==> src/rtl/btu_pkg.sv <==
package btu_pkg;
  localparam int unsigned ADDR_W = 24;
  localparam int unsigned NARROW_W = 16;
  localparam int unsigned BYTE_W = 8;
  localparam int unsigned WIDE_BYTES = 4;
  localparam int unsigned NARROW_BYTES = 2;

  typedef enum logic {
    KIND_INDIRECT = 1'b0,
    KIND_VECTOR   = 1'b1
  } ref_kind_e;
endpackage

==> src/rtl/btu_addr_gen.sv <==
module btu_addr_gen
  import btu_pkg::*;
#(
  parameter int unsigned AW = ADDR_W,
  parameter int unsigned NW = NARROW_W,
  parameter int unsigned SW = 8,
  parameter int unsigned CW = 3
) (
  input  logic          mode_adv_i,
  input  ref_kind_e     kind_i,
  input  logic [SW-1:0] sel_i,
  input  logic [AW-1:0] ea_i,
  output logic [AW-1:0] base_o,
  output logic [CW-1:0] nbytes_o,
  output logic [AW-1:0] ea_o
);
  localparam logic [CW-1:0] NB_WIDE   = CW'(WIDE_BYTES);
  localparam logic [CW-1:0] NB_NARROW = CW'(NARROW_BYTES);

  logic [AW-1:0] sel_ext;
  assign sel_ext = AW'(sel_i);

  always_comb begin
    base_o = '0;
    unique case ({mode_adv_i, kind_i})
      {1'b0, KIND_VECTOR}:   base_o = sel_ext << 1;
      {1'b0, KIND_INDIRECT}: base_o = {sel_ext[AW-1:1], 1'b0};
      {1'b1, KIND_VECTOR}:   base_o = sel_ext << 2;
      {1'b1, KIND_INDIRECT}: base_o = {sel_ext[AW-1:2], 2'b00};
      default:               base_o = '0;
    endcase
    nbytes_o = mode_adv_i ? NB_WIDE : NB_NARROW;
  end

  // effective-address width clamp
  always_comb begin
    ea_o = ea_i;
    if (!mode_adv_i) ea_o[AW-1:NW] = '0;
  end
endmodule

==> src/rtl/btu_fetch_seq.sv <==
module btu_fetch_seq
  import btu_pkg::*;
#(
  parameter int unsigned AW = ADDR_W,
  parameter int unsigned CW = 3
) (
  input  logic          clk_i,
  input  logic          rst_ni,
  input  logic          req_i,
  input  logic          mode_adv_i,
  input  logic [AW-1:0] base_i,
  input  logic [CW-1:0] nbytes_i,
  output logic          accept_o,
  output logic          cap_en_o,
  output logic          mode_q_o,
  output logic          busy_o,
  output logic          valid_o,
  output logic          mem_rd_o,
  output logic [AW-1:0] mem_addr_o
);
  logic          busy_q, valid_q, rd_q, rdv_q, mode_q;
  logic [AW-1:0] addr_q;
  logic [CW-1:0] issued_q, capt_q, nb_q;

  assign accept_o = req_i & ~busy_q;
  assign cap_en_o = busy_q & rdv_q;

  always_ff @(posedge clk_i or negedge rst_ni) begin
    if (!rst_ni) begin
      busy_q   <= 1'b0;
      valid_q  <= 1'b0;
      rd_q     <= 1'b0;
      rdv_q    <= 1'b0;
      mode_q   <= 1'b0;
      addr_q   <= '0;
      issued_q <= '0;
      capt_q   <= '0;
      nb_q     <= '0;
    end else begin
      valid_q <= 1'b0;
      rdv_q   <= rd_q;
      if (accept_o) begin
        busy_q   <= 1'b1;
        rd_q     <= 1'b1;
        addr_q   <= base_i;
        issued_q <= CW'(1);
        capt_q   <= '0;
        nb_q     <= nbytes_i;
        mode_q   <= mode_adv_i;
      end else if (busy_q) begin
        if (rd_q) begin
          if (issued_q == nb_q) begin
            rd_q   <= 1'b0;
            addr_q <= '0;
          end else begin
            addr_q   <= addr_q + AW'(1);
            issued_q <= issued_q + CW'(1);
          end
        end
        if (rdv_q) begin
          capt_q <= capt_q + CW'(1);
          if (capt_q + CW'(1) == nb_q) begin
            busy_q  <= 1'b0;
            valid_q <= 1'b1;
          end
        end
      end
    end
  end

  assign busy_o     = busy_q;
  assign valid_o    = valid_q;
  assign mem_rd_o   = rd_q;
  assign mem_addr_o = addr_q;
  assign mode_q_o   = mode_q;
endmodule

==> src/rtl/btu_target_asm.sv <==
module btu_target_asm
  import btu_pkg::*;
#(
  parameter int unsigned AW = ADDR_W,
  parameter int unsigned NW = NARROW_W,
  parameter int unsigned DW = BYTE_W
) (
  input  logic          clk_i,
  input  logic          rst_ni,
  input  logic          clr_i,
  input  logic          cap_en_i,
  input  logic          mode_adv_i,
  input  logic [DW-1:0] rdata_i,
  output logic [AW-1:0] target_o
);
  // earlier bytes shift toward the top; overflow of a longword drops its high byte
  logic [AW-1:0] acc_q;

  always_ff @(posedge clk_i or negedge rst_ni) begin
    if (!rst_ni)       acc_q <= '0;
    else if (clr_i)    acc_q <= '0;
    else if (cap_en_i) acc_q <= {acc_q[AW-DW-1:0], rdata_i};
  end

  always_comb begin
    target_o = acc_q;
    if (!mode_adv_i) target_o[AW-1:NW] = '0;
  end
endmodule

==> src/rtl/branch_target_unit.sv <==
module branch_target_unit
  import btu_pkg::*;
#(
  parameter int unsigned AW = ADDR_W,
  parameter int unsigned NW = NARROW_W,
  parameter int unsigned DW = BYTE_W,
  parameter int unsigned SW = 8
) (
  input  logic          clk_i,
  input  logic          rst_ni,
  input  logic          mode_adv_i,
  input  logic          req_i,
  input  logic          kind_i,
  input  logic [SW-1:0] sel_i,
  output logic          busy_o,
  output logic          target_valid_o,
  output logic [AW-1:0] target_o,
  output logic          mem_rd_o,
  output logic [AW-1:0] mem_addr_o,
  input  logic [DW-1:0] mem_rdata_i,
  input  logic [AW-1:0] ea_i,
  output logic [AW-1:0] ea_o
);
  localparam int unsigned CW = $clog2(WIDE_BYTES + 1);

  logic [AW-1:0] base;
  logic [CW-1:0] nbytes;
  logic          accept, cap_en, mode_q;
  ref_kind_e     kind;

  assign kind = ref_kind_e'(kind_i);

  btu_addr_gen #(.AW(AW), .NW(NW), .SW(SW), .CW(CW)) addr_gen_i (
    .mode_adv_i (mode_adv_i),
    .kind_i     (kind),
    .sel_i      (sel_i),
    .ea_i       (ea_i),
    .base_o     (base),
    .nbytes_o   (nbytes),
    .ea_o       (ea_o)
  );

  btu_fetch_seq #(.AW(AW), .CW(CW)) fetch_seq_i (
    .clk_i      (clk_i),
    .rst_ni     (rst_ni),
    .req_i      (req_i),
    .mode_adv_i (mode_adv_i),
    .base_i     (base),
    .nbytes_i   (nbytes),
    .accept_o   (accept),
    .cap_en_o   (cap_en),
    .mode_q_o   (mode_q),
    .busy_o     (busy_o),
    .valid_o    (target_valid_o),
    .mem_rd_o   (mem_rd_o),
    .mem_addr_o (mem_addr_o)
  );

  btu_target_asm #(.AW(AW), .NW(NW), .DW(DW)) target_asm_i (
    .clk_i      (clk_i),
    .rst_ni     (rst_ni),
    .clr_i      (accept),
    .cap_en_i   (cap_en),
    .mode_adv_i (mode_q),
    .rdata_i    (mem_rdata_i),
    .target_o   (target_o)
  );
endmodule

==> config.mk <==
export PLATFORM = sky130hd
export DESIGN_NAME = branch_target_unit
export DESIGN_NICKNAME = d
export VERILOG_FILES = /design/src/rtl/btu_pkg.sv /design/src/rtl/btu_addr_gen.sv /design/src/rtl/btu_fetch_seq.sv /design/src/rtl/btu_target_asm.sv /design/src/rtl/branch_target_unit.sv
export SDC_FILE = /design/constraint.sdc
export NUM_CORES = 1
export LEC_CHECK = 0
export ABC_AREA = 1
export BUFFER_PORTS_ARGS = -buffer_cell sky130_fd_sc_hd__buf_4
export CORE_MARGIN = 2
export CORE_UTILIZATION = 53
export DETAILED_ROUTE_END_ITERATION = 6
export PLACE_DENSITY_LB_ADDON = 0.05
export SYNTH_ARGS = -nofsm -noshare
export SYNTH_HDL_FRONTEND = slang
export SYNTH_HIERARCHICAL = 1
export SYNTH_SLANG_ARGS = --single-unit
==> constraint.sdc <==
create_clock -name clk_i -period 1.8 [get_ports clk_i]
set_clock_uncertainty 0.2 [all_clocks]
set_input_delay 0.36 -clock clk_i [delete_from_list [all_inputs] [get_ports clk_i]]
set_output_delay 0.36 -clock clk_i [all_outputs]
set_load 0.02 [all_outputs]
### Word-level counts from Yosys, hierarchy flattened

Cells that the tools add are included.
Widths: inputs -> output; s select.

| word-level totals | value |
|---|---|
| flip-flop bits (word level) | 62 |
| bits of input ports | 45 |
| output and inout port bits | 75 |
| logic and storage cells | 59 |

| operators by class | value |
|---|---|
| $add $sub $neg | 3 |
| equal/unequal tests | 6 |
| mux-type cells | 29 |
| bitwise operators | 3 |
| reduce and logical (&&, ||, !) cells | 8 |

Operators with widths:

| operator | number |
|---|---|
| $mux 24 | 6 |
| $pmux 24 s4 | 1 |
| $add 24x1->24 const B | 1 |
| $mux 3 | 8 |
| $mux 8 | 2 |
| $mux 1 | 12 |
| $reduce_bool 2->1 | 4 |
| $add 3x1->3 const B | 2 |
| $eq 3x3->1 | 2 |
| $eq 2x2->1 const B | 2 |
| $reduce_and 2->1 | 2 |
| $reduce_and 3->1 | 1 |
| $and 1x1->1 | 2 |
| $eq 2x1->1 const B | 1 |
| $logic_not 2->1 | 1 |
| $ne 2x2->1 const B | 1 |
| $not 1->1 | 1 |

### Longest topological paths before layout

Gate-level depths: netlist of run 1.

| depth | value |
|---|---|
| word-level depth | 6 |
| mapped depth | 10 |
| depth with buffers taken out | 10 |

### Hierarchy

The synthesis of run 1 kept the hierarchy.

Modules (own cells, without submodules):

| module | instances | cells each | area an instance (um^2) | seq. area each (um^2) |
|---|---|---|---|---|
| btu_fetch_seq | 1 | 356 | 2469.9 | 950.9 |
| btu_target_asm | 1 | 138 | 1153.6 | 600.6 |
| btu_addr_gen | 1 | 87 | 550.5 | 0.0 |

### Worst setup path before layout of run 1

Ideal clock, no wire load.

| timing path | value |
|---|---|
| path kind | reg2reg |
| from | register fetch_seq_i.addr_q[0], in the netlist fetch_seq_i/mem_addr_o[0] |
| to | register fetch_seq_i.addr_q[22], in the netlist fetch_seq_i/mem_addr_o[22] |
| library setup time | 0.116 ns |
| arrival | 1.437 ns |
| required time | 1.484 ns |
| slack | 0.046 ns |
| cell stages (with the launch flop) | 11 |
| buffers on the path | 0 |
| period minus slack after synthesis | 1.754 ns |
| cell sequence | dfrtp_1 > ha_1 > nand2_1 > nor2_4 > nand2_4 > nor2_4 > nand3_2 > nand2_1 > inv_1 > nand2_1 > nand2_1 |

| on the way | value |
|---|---|
| cells in the longest elaborated chain, start to end | 5 |

RTL lines:

| element | RTL line | RTL |
|---|---|---|
| start: declaration | btu_fetch_seq.sv:22 | `logic [AW-1:0] addr_q;` |
| start signal: assignment | btu_fetch_seq.sv:45 | `addr_q <= base_i;` |
| start signal: assignment | btu_fetch_seq.sv:56 | `addr_q <= addr_q + AW'(1);` |
| $add 24x1->24 | btu_fetch_seq.sv:56 |  |
| $mux 24 | btu_fetch_seq.sv:52 | `if (issued_q == nb_q) begin` |
| $mux 24 | btu_fetch_seq.sv:51 | `if (rd_q) begin` |
| $mux 24 | btu_fetch_seq.sv:50 | `end else if (busy_q) begin` |
| $mux 24 | btu_fetch_seq.sv:42 | `if (accept_o) begin` |

No other way between the ends. The select of a mux whose other input is x is not followed.
A chain may end at the register's enable or synchronous reset.

### Worst setup path after layout of run 1

| timing path | value |
|---|---|
| from | register fetch_seq_i.addr_q[1], in the netlist fetch_seq_i/mem_addr_o[1] |
| to | output port mem_addr_o[1] |

RTL lines:

| element | RTL line | RTL |
|---|---|---|
| end: declaration | branch_target_unit.sv:19 | `output logic [AW-1:0] mem_addr_o,` |

No word-level cell between the ends.

==> flow_summary.json, run 1 <==
{
  "p_leak_nw": 2.72,
  "globalRoute.totalOverflow": 0,
  "post-route-drc-count": 0,
  "timing.critical_path.to_type": "output port",
  "x_dimension_of_the_die_um": 92.7,
  "vias_per_std_cell": 4.95,
  "critical_path.max_fanout": 3,
  "timing.critical_path.arrival_ps": 1190,
  "vdd_drop_max_mv": 0.956,
  "antennaDiodeCount": 0,
  "worst_path_most_repeated_cell": "sky130_fd_sc_hd__buf_4",
  "final_report_max_slew_violation_count": 0,
  "fmaxAchievable_mhz": 572,
  "first_global_vias": 3510,
  "gp_routability_congestion": 0.903,
  "placement.setup.worst_slack_ps": 106,
  "internal_power_w": 0.00428,
  "synth_seq_area_share": 0.372,
  "via_count": 3704,
  "post_route_cells_drive_above_1_share": 0.233,
  "place.port_buffers": 87,
  "initial_antenna_violation_count": 0,
  "timing.critical_path.from_type": "flop",
  "clockBufferDepth": 2,
  "critical_path_class": "reg2out",
  "nNetsFinal": 690,
  "tritoncts_clock_tree": "yes",
  "postRouteAntennaNets": 0,
  "yosysWarnings": 6,
  "yosysTopAreaCell": "sky130_fd_sc_hd__dfrtp_1",
  "cts_num_sinks": 62,
  "wl_per_cell_um": 12.7,
  "design.core.area_mm2": 0.00769,
  "clkTransAtPathRegs_ps": 70,
  "avgSynthCellArea_um2": 7.18,
  "cp_data_required_time_ps": 1240,
  "critical_path.max_stage_delay_ps": 420,
  "fin_ws_ps": 53.1,
  "wirelength_um": 9480,
  "critical_path.cell_chain": "buf_4 -> buf_4 -> buf_4",
  "power_w": 0.00783,
  "placement_rows": 32,
  "drt_iter0_markers": 151,
  "crit_start": "fetch_seq_i/mem_addr_o[1]$_DFFE_PN0P_",
  "die_area_mm2": 0.00860,
  "setup_viol": 0,
  "synth_cell_types": 36,
  "grtUsageTotal": 0.236,
  "min_from": "mem_rdata_i[2]",
  "synth_top_cell_area_share": 0.372,
  "final_core_utilization": 0.634,
  "period_share": 0.970,
  "clock_tree.root_cell": "sky130_fd_sc_hd__clkbuf_8",
  "cts_made_buffers": 9,
  "h-tree-depth": 3,
  "netSwitchingFraction": 0.453,
  "run_status": "finished, final reports clean",
  "final_critical_path_required_period_ps": 1750,
  "tns_ps": 0,
  "post_synth_main_area_contributors": "sky130_fd_sc_hd__dfrtp_1, sky130_fd_sc_hd__nand2_1, sky130_fd_sc_hd__nand3_1",
  "netlist_area_mm2": 0.00417,
  "largest_net_degree_at_the_start_of_global_routing": 35,
  "drtPass1Iterations": 5,
  "area_growth_syn_to_layout_pct": 16.8,
  "grt_first_pass_wirelength_um": 16300,
  "io_pins": 120,
  "critPathSlowestCell": "sky130_fd_sc_hd__dfrtp_1",
  "critical_path.reg2reg.startpoint": "fetch_seq_i/mem_addr_o[0]$_DFFE_PN0P_",
  "max-cap-violations": 0,
  "seqPwrFrac": 0.332,
  "clock_latency_of_the_later_clocked_register_in_the_worst_skew_pair_ps": 340,
  "die_h_um": 92.7,
  "syn_inst": 581,
  "async_flop_share": 1.00,
  "register_bit_total_from_synthesis": 62,
  "power_per_cell_area_mw_per_mm2": 1610,
  "rsz0062_at_grt": "false",
  "synth_top_flop_cell": "sky130_fd_sc_hd__dfrtp_1",
  "hold_viol_final": 0,
  "dp_hpwl_um": 6890,
  "holdCritPathClass": "in2reg",
  "number_of_enable_type_register_cells_in_the_synthesized_netlist": 0,
  "initial_utilization": 0.543,
  "total_switching_power_w": 0.00355,
  "p_comb_frac": 0.493,
  "clock_power_share": 0.175
}
[state kept, by name, summed over array words and instances, names as in the netlist]
| signal | cells |
|---|---|
| fetch_seq_i/rdv_q | 1 |
| fetch_seq_i/mode_q_o | 1 |
| fetch_seq_i/capt_q | 3 |
| fetch_seq_i/busy_o | 1 |
| fetch_seq_i/mem_rd_o | 1 |
| fetch_seq_i/nb_q | 3 |
| fetch_seq_i/valid_o | 1 |
| target_asm_i/acc_q | 24 |
| fetch_seq_i/mem_addr_o | 24 |
| fetch_seq_i/issued_q | 3 |
[stage by stage]
stage | hold slack, ps | cell area (µm²) | instances
global route | 32.6 | 4870 | 749
global placement | 145 | 4610 | 730
finish | 51.7 | 4870 | 749
floorplan | -136 | 4230 | 596
CTS | 37.6 | 4840 | 747
detailed placement | 144 | 4610 | 730
[critical path, delay by kind of cell, from the launching register on]
family / cells / cell delay (ps)
buffers and inverters: 3 / 430
DFF: 1 / 420
[cell usage in the layout, fill, tap and decap left out, types with 2 or more instances in the layout]
cell	instances
sky130_fd_sc_hd__a21oi_1	3
sky130_fd_sc_hd__buf_12	2
sky130_fd_sc_hd__buf_4	99
sky130_fd_sc_hd__bufinv_16	2
sky130_fd_sc_hd__clkbuf_8	9
sky130_fd_sc_hd__clkinv_1	2
sky130_fd_sc_hd__clkinvlp_4	2
sky130_fd_sc_hd__conb_1	16
sky130_fd_sc_hd__dfrtp_1	61
sky130_fd_sc_hd__ha_1	2
sky130_fd_sc_hd__inv_1	64
sky130_fd_sc_hd__inv_2	4
sky130_fd_sc_hd__nand2_1	194
sky130_fd_sc_hd__nand2_2	7
sky130_fd_sc_hd__nand2_4	4
sky130_fd_sc_hd__nand3_1	78
sky130_fd_sc_hd__nand3_2	6
sky130_fd_sc_hd__nand4_1	12
sky130_fd_sc_hd__nor2_1	20
sky130_fd_sc_hd__nor2_2	2
sky130_fd_sc_hd__nor2_4	7
sky130_fd_sc_hd__nor3_1	2
sky130_fd_sc_hd__o21ai_0	21
sky130_fd_sc_hd__o21ai_1	3
sky130_fd_sc_hd__o21bai_1	4
sky130_fd_sc_hd__xnor2_1	2
sky130_fd_sc_hd__xor2_1	4
[worst paths after layout]
kind | slack, ps | depth (start not counted) | endpoint
hold / removal | 50 | 3 | target_asm_i/acc_q[2]$_DFFE_PN0P_
setup / recovery | 50 | 3 | mem_addr_o[1]
min in group asynchronous | 300 | 2 | fetch_seq_i/mem_addr_o[19]$_DFFE_PN0P_
hold reg to reg | 230 | 0 | fetch_seq_i/rdv_q$_DFF_PN0_
max in group asynchronous | 520 | 3 | fetch_seq_i/mem_addr_o[7]$_DFFE_PN0P_
setup reg to reg | 160 | 10 | fetch_seq_i/mem_addr_o[22]$_DFFE_PN0P_
[Yosys cell counts, types with 2 or more instances]
cell type	n
sky130_fd_sc_hd__nand2_1	195
sky130_fd_sc_hd__nand3_1	79
sky130_fd_sc_hd__inv_1	65
sky130_fd_sc_hd__dfrtp_1	62
sky130_fd_sc_hd__buf_4	50
sky130_fd_sc_hd__o21ai_0	22
sky130_fd_sc_hd__nor2_1	20
sky130_fd_sc_hd__nand4_1	12
sky130_fd_sc_hd__buf_2	8
sky130_fd_sc_hd__nor2_4	7
sky130_fd_sc_hd__nand2_2	6
sky130_fd_sc_hd__buf_6	5
sky130_fd_sc_hd__nand3_2	5
sky130_fd_sc_hd__nand2_4	4
sky130_fd_sc_hd__o21bai_1	4
sky130_fd_sc_hd__xor2_1	4
sky130_fd_sc_hd__a21oi_1	3
sky130_fd_sc_hd__ha_1	3
sky130_fd_sc_hd__inv_2	3
sky130_fd_sc_hd__buf_12	2
sky130_fd_sc_hd__clkbuf_1	2
sky130_fd_sc_hd__clkinv_1	2
sky130_fd_sc_hd__nor2_2	2
sky130_fd_sc_hd__nor3_1	2
sky130_fd_sc_hd__o21ai_1	2
sky130_fd_sc_hd__xnor2_1	2
[area by class of cell]
cell class                      count  area [µm²]
Multi-Input combinational cell    396        1910
Sequential cell                    62        1550
Inverter                           71         269
Clock buffer                        9         124
Tap cell                          102         128
Clock inverter                      7        97.6
Fill cell                         704        2810
Timing Repair Buffer              102         793
[layer usage]
metal	track usage	up-vias	part of all wire
li1	-	1889	-
met1	0.321	1676	0.46
met2	0.369	129	0.46
met3	0.0643	10	0.071
met4	0.0711	0	0.0076
met5	0	-	0
[cell families after synthesis]
family,Yosys count,share of synthesized area
AND/OR/NAND/NOR,338,0.374
buffers and inverters,138,0.189
flip-flops,62,0.372
AO/OA/AOI/OAI,33,0.0432
XOR/XNOR,6,0.0126
adder cells (fa/ha/maj),3,0.00899
other,1,0.000898
[repair_timing]
| action | CTS | global route |
|---|---|---|
| setup endpoints to repair | 0 | 12 |
| hold endpoints to repair | 31 | 0 |
| gates resized for setup | 0 | 7 |
| buffers inserted | 0 | 2 |
| hold buffers | 1 | 0 |
[power by group through the flow]
stage	clock network [W]	logic (W)	registers [W]
2_1_floorplan	0	0.00255	0.00272
3_3_place_gp	0	0.00373	0.00258
3_5_place_dp	0	0.00380	0.00260
4_1_cts	0.00139	0.00381	0.00258
5_1_grt	0.00147	0.00433	0.00269
6_report	0.00137	0.00386	0.00260
No activity file was read; power rests on OpenSTA's default activity.
==> inputs of run 2 (changes only) <==
==> constraint.sdc (replaced) <==
create_clock -name clk_i -period 2 [get_ports clk_i]
set_clock_uncertainty 0.2 [all_clocks]
set_input_delay 0.4 -clock clk_i [delete_from_list [all_inputs] [get_ports clk_i]]
set_output_delay 0.4 -clock clk_i [all_outputs]
set_load 0.02 [all_outputs]
==> run 2 against run 1 <==
Worst setup slack better by 130 ps; register-to-register slack gained 40 ps; sequential share of layout area up 0.77 points; sequential cell count did not move; critical path depth stayed put; core utilization is 1.5 points lower; hold slack better by 39 ps; via count is 2.1% lower; total power fell by 15%; critical path type unchanged; largest power group unchanged.
==> flow_summary.json, run 2 (same netlist as run 1, synthesis figures left out) <==
{
  "min_from": "mem_rdata_i[3]",
  "globalRoute.totalOverflow": 0,
  "wl_per_cell_um": 12.3,
  "p_leak_nw": 2.67,
  "initial_antenna_violation_count": 0,
  "critical_path.reg2reg.startpoint": "fetch_seq_i/mem_addr_o[1]$_DFFE_PN0P_",
  "nNetsFinal": 683,
  "clock_tree.root_cell": "sky130_fd_sc_hd__clkbuf_8",
  "clock_power_share": 0.159,
  "cp_data_required_time_ps": 1400,
  "timing.critical_path.to_type": "output port",
  "rsz0062_at_grt": "false",
  "internal_power_w": 0.00358,
  "design.core.area_mm2": 0.00769,
  "clkTransAtPathRegs_ps": 70,
  "dp_hpwl_um": 6800,
  "drtPass1Iterations": 4,
  "postRouteAntennaNets": 0,
  "largest_net_degree_at_the_start_of_global_routing": 38,
  "max-cap-violations": 0,
  "critical_path.max_fanout": 9,
  "clock_latency_of_the_later_clocked_register_in_the_worst_skew_pair_ps": 340,
  "io_pins": 120,
  "setup_viol": 0,
  "critical_path_class": "reg2out",
  "gp_routability_congestion": 0.905,
  "timing.critical_path.arrival_ps": 1210,
  "final_report_max_slew_violation_count": 0,
  "netSwitchingFraction": 0.463,
  "layout.cells.most_common_list": "sky130_fd_sc_hd__nand2_1, sky130_fd_sc_hd__buf_4, sky130_fd_sc_hd__nand3_1, sky130_fd_sc_hd__inv_1, sky130_fd_sc_hd__dfrtp_1",
  "power_per_cell_area_mw_per_mm2": 1400,
  "x_dimension_of_the_die_um": 92.7,
  "timing.critical_path.from_type": "flop",
  "via_count": 3626,
  "first_global_vias": 3434,
  "area_growth_syn_to_layout_pct": 13.9,
  "crit_start": "fetch_seq_i/mode_q_o$_DFFE_PN0P_",
  "placed_area_mm2": 0.00456,
  "reg2reg_slack_ps": 200,
  "total_switching_power_w": 0.00309,
  "place.port_buffers": 87,
  "post-route-drc-count": 0,
  "layout_commonest_cell": "sky130_fd_sc_hd__nand2_1",
  "fmaxAchievable_mhz": 551,
  "power_w": 0.00668,
  "tritoncts_clock_tree": "yes",
  "holdCritPathClass": "in2reg",
  "die_area_mm2": 0.00860,
  "final_design_area_no_fill_mm2": 0.00476,
  "antennaDiodeCount": 0,
  "period_share": 0.907,
  "post-place-cells": 725,
  "final_critical_path_required_period_ps": 1810,
  "wirelength_um": 9110,
  "h-tree-depth": 3,
  "vias_per_std_cell": 4.89,
  "hold_viol_final": 0,
  "tns_ps": 0,
  "post_route_cells_drive_above_1_share": 0.217,
  "cts_made_buffers": 9,
  "seqPwrFrac": 0.351,
  "final-instance-count-excl-fill": 742,
  "p_comb_frac": 0.491,
  "initial_utilization": 0.543,
  "cts_num_sinks": 62,
  "clockBufferDepth": 2,
  "grt_first_pass_wirelength_um": 15900,
  "placement_rows": 32,
  "die_h_um": 92.7,
  "grtUsageTotal": 0.229,
  "drt_iter0_markers": 225,
  "vdd_drop_max_mv": 0.757,
  "run_status": "finished, final reports clean"
}
-- run 2: area by class of cell --
type | count | area (µm²)
timing repair buffer | 95 | 728
clock buffer | 9 | 124
clock inverter | 7 | 65.1
tap | 102 | 128
inverter | 71 | 269
multi-input combinational | 396 | 1890
sequential | 62 | 1550
fill | 745 | 2930
-- run 2: path summary, 6_finish.rpt --
| path | end | cells past startpoint |
|---|---|---|
| worst min register to register | target_asm_i/acc_q[22]$_DFFE_PN0P_ | 2 |
| worst max-delay path | target_o[17] | 3 |
| min in group asynchronous | fetch_seq_i/mem_addr_o[23]$_DFFE_PN0P_ | 2 |
| worst max register to register | fetch_seq_i/mem_addr_o[16]$_DFFE_PN0P_ | 8 |
| max in group asynchronous | target_asm_i/acc_q[16]$_DFFE_PN0P_ | 3 |
| worst min-delay path | target_asm_i/acc_q[3]$_DFFE_PN0P_ | 3 |
-- run 2: power by group through the flow --
stage / Clock [W] / Combinational (W) / Sequential (W)
floorplan: 0 / 0.00230 / 0.00245
global placement: 0 / 0.00323 / 0.00234
detailed placement: 0 / 0.00329 / 0.00235
CTS: 0.00109 / 0.00329 / 0.00233
global route: 0.00116 / 0.00369 / 0.00243
finish: 0.00106 / 0.00327 / 0.00234
-- run 2: critical path, stage by stage, from the launching register on --
cell	delay [ps]
sky130_fd_sc_hd__dfrtp_1	570
sky130_fd_sc_hd__nand2_1	100
sky130_fd_sc_hd__inv_1	70
sky130_fd_sc_hd__buf_4	130
-- run 2: stage by stage --
stage	setup WS (ps)	util	hold slack [ps]
6_report	185	0.619	90.4
5_1_grt	54.3	0.619	75.5
4_1_cts	162	0.619	75.5
3_5_place_dp	232	0.593	141
3_3_place_gp	299	0.593	138
2_1_floorplan	246	-	-95.6
-- run 2: timing repair --
item	4_1_cts	5_1_grt
hold buffers	1	0
buffers inserted	0	0
resized for setup	0	0
hold endpoints to repair	25	0
-- run 2: routing by layer --
metal,GRT usage,share of wire,vias up
li1,-,-,1869
met1,0.331,0.49,1635
met2,0.350,0.44,112
met3,0.0561,0.056,10
met4,0.0490,0.0071,0
met5,0,0,-
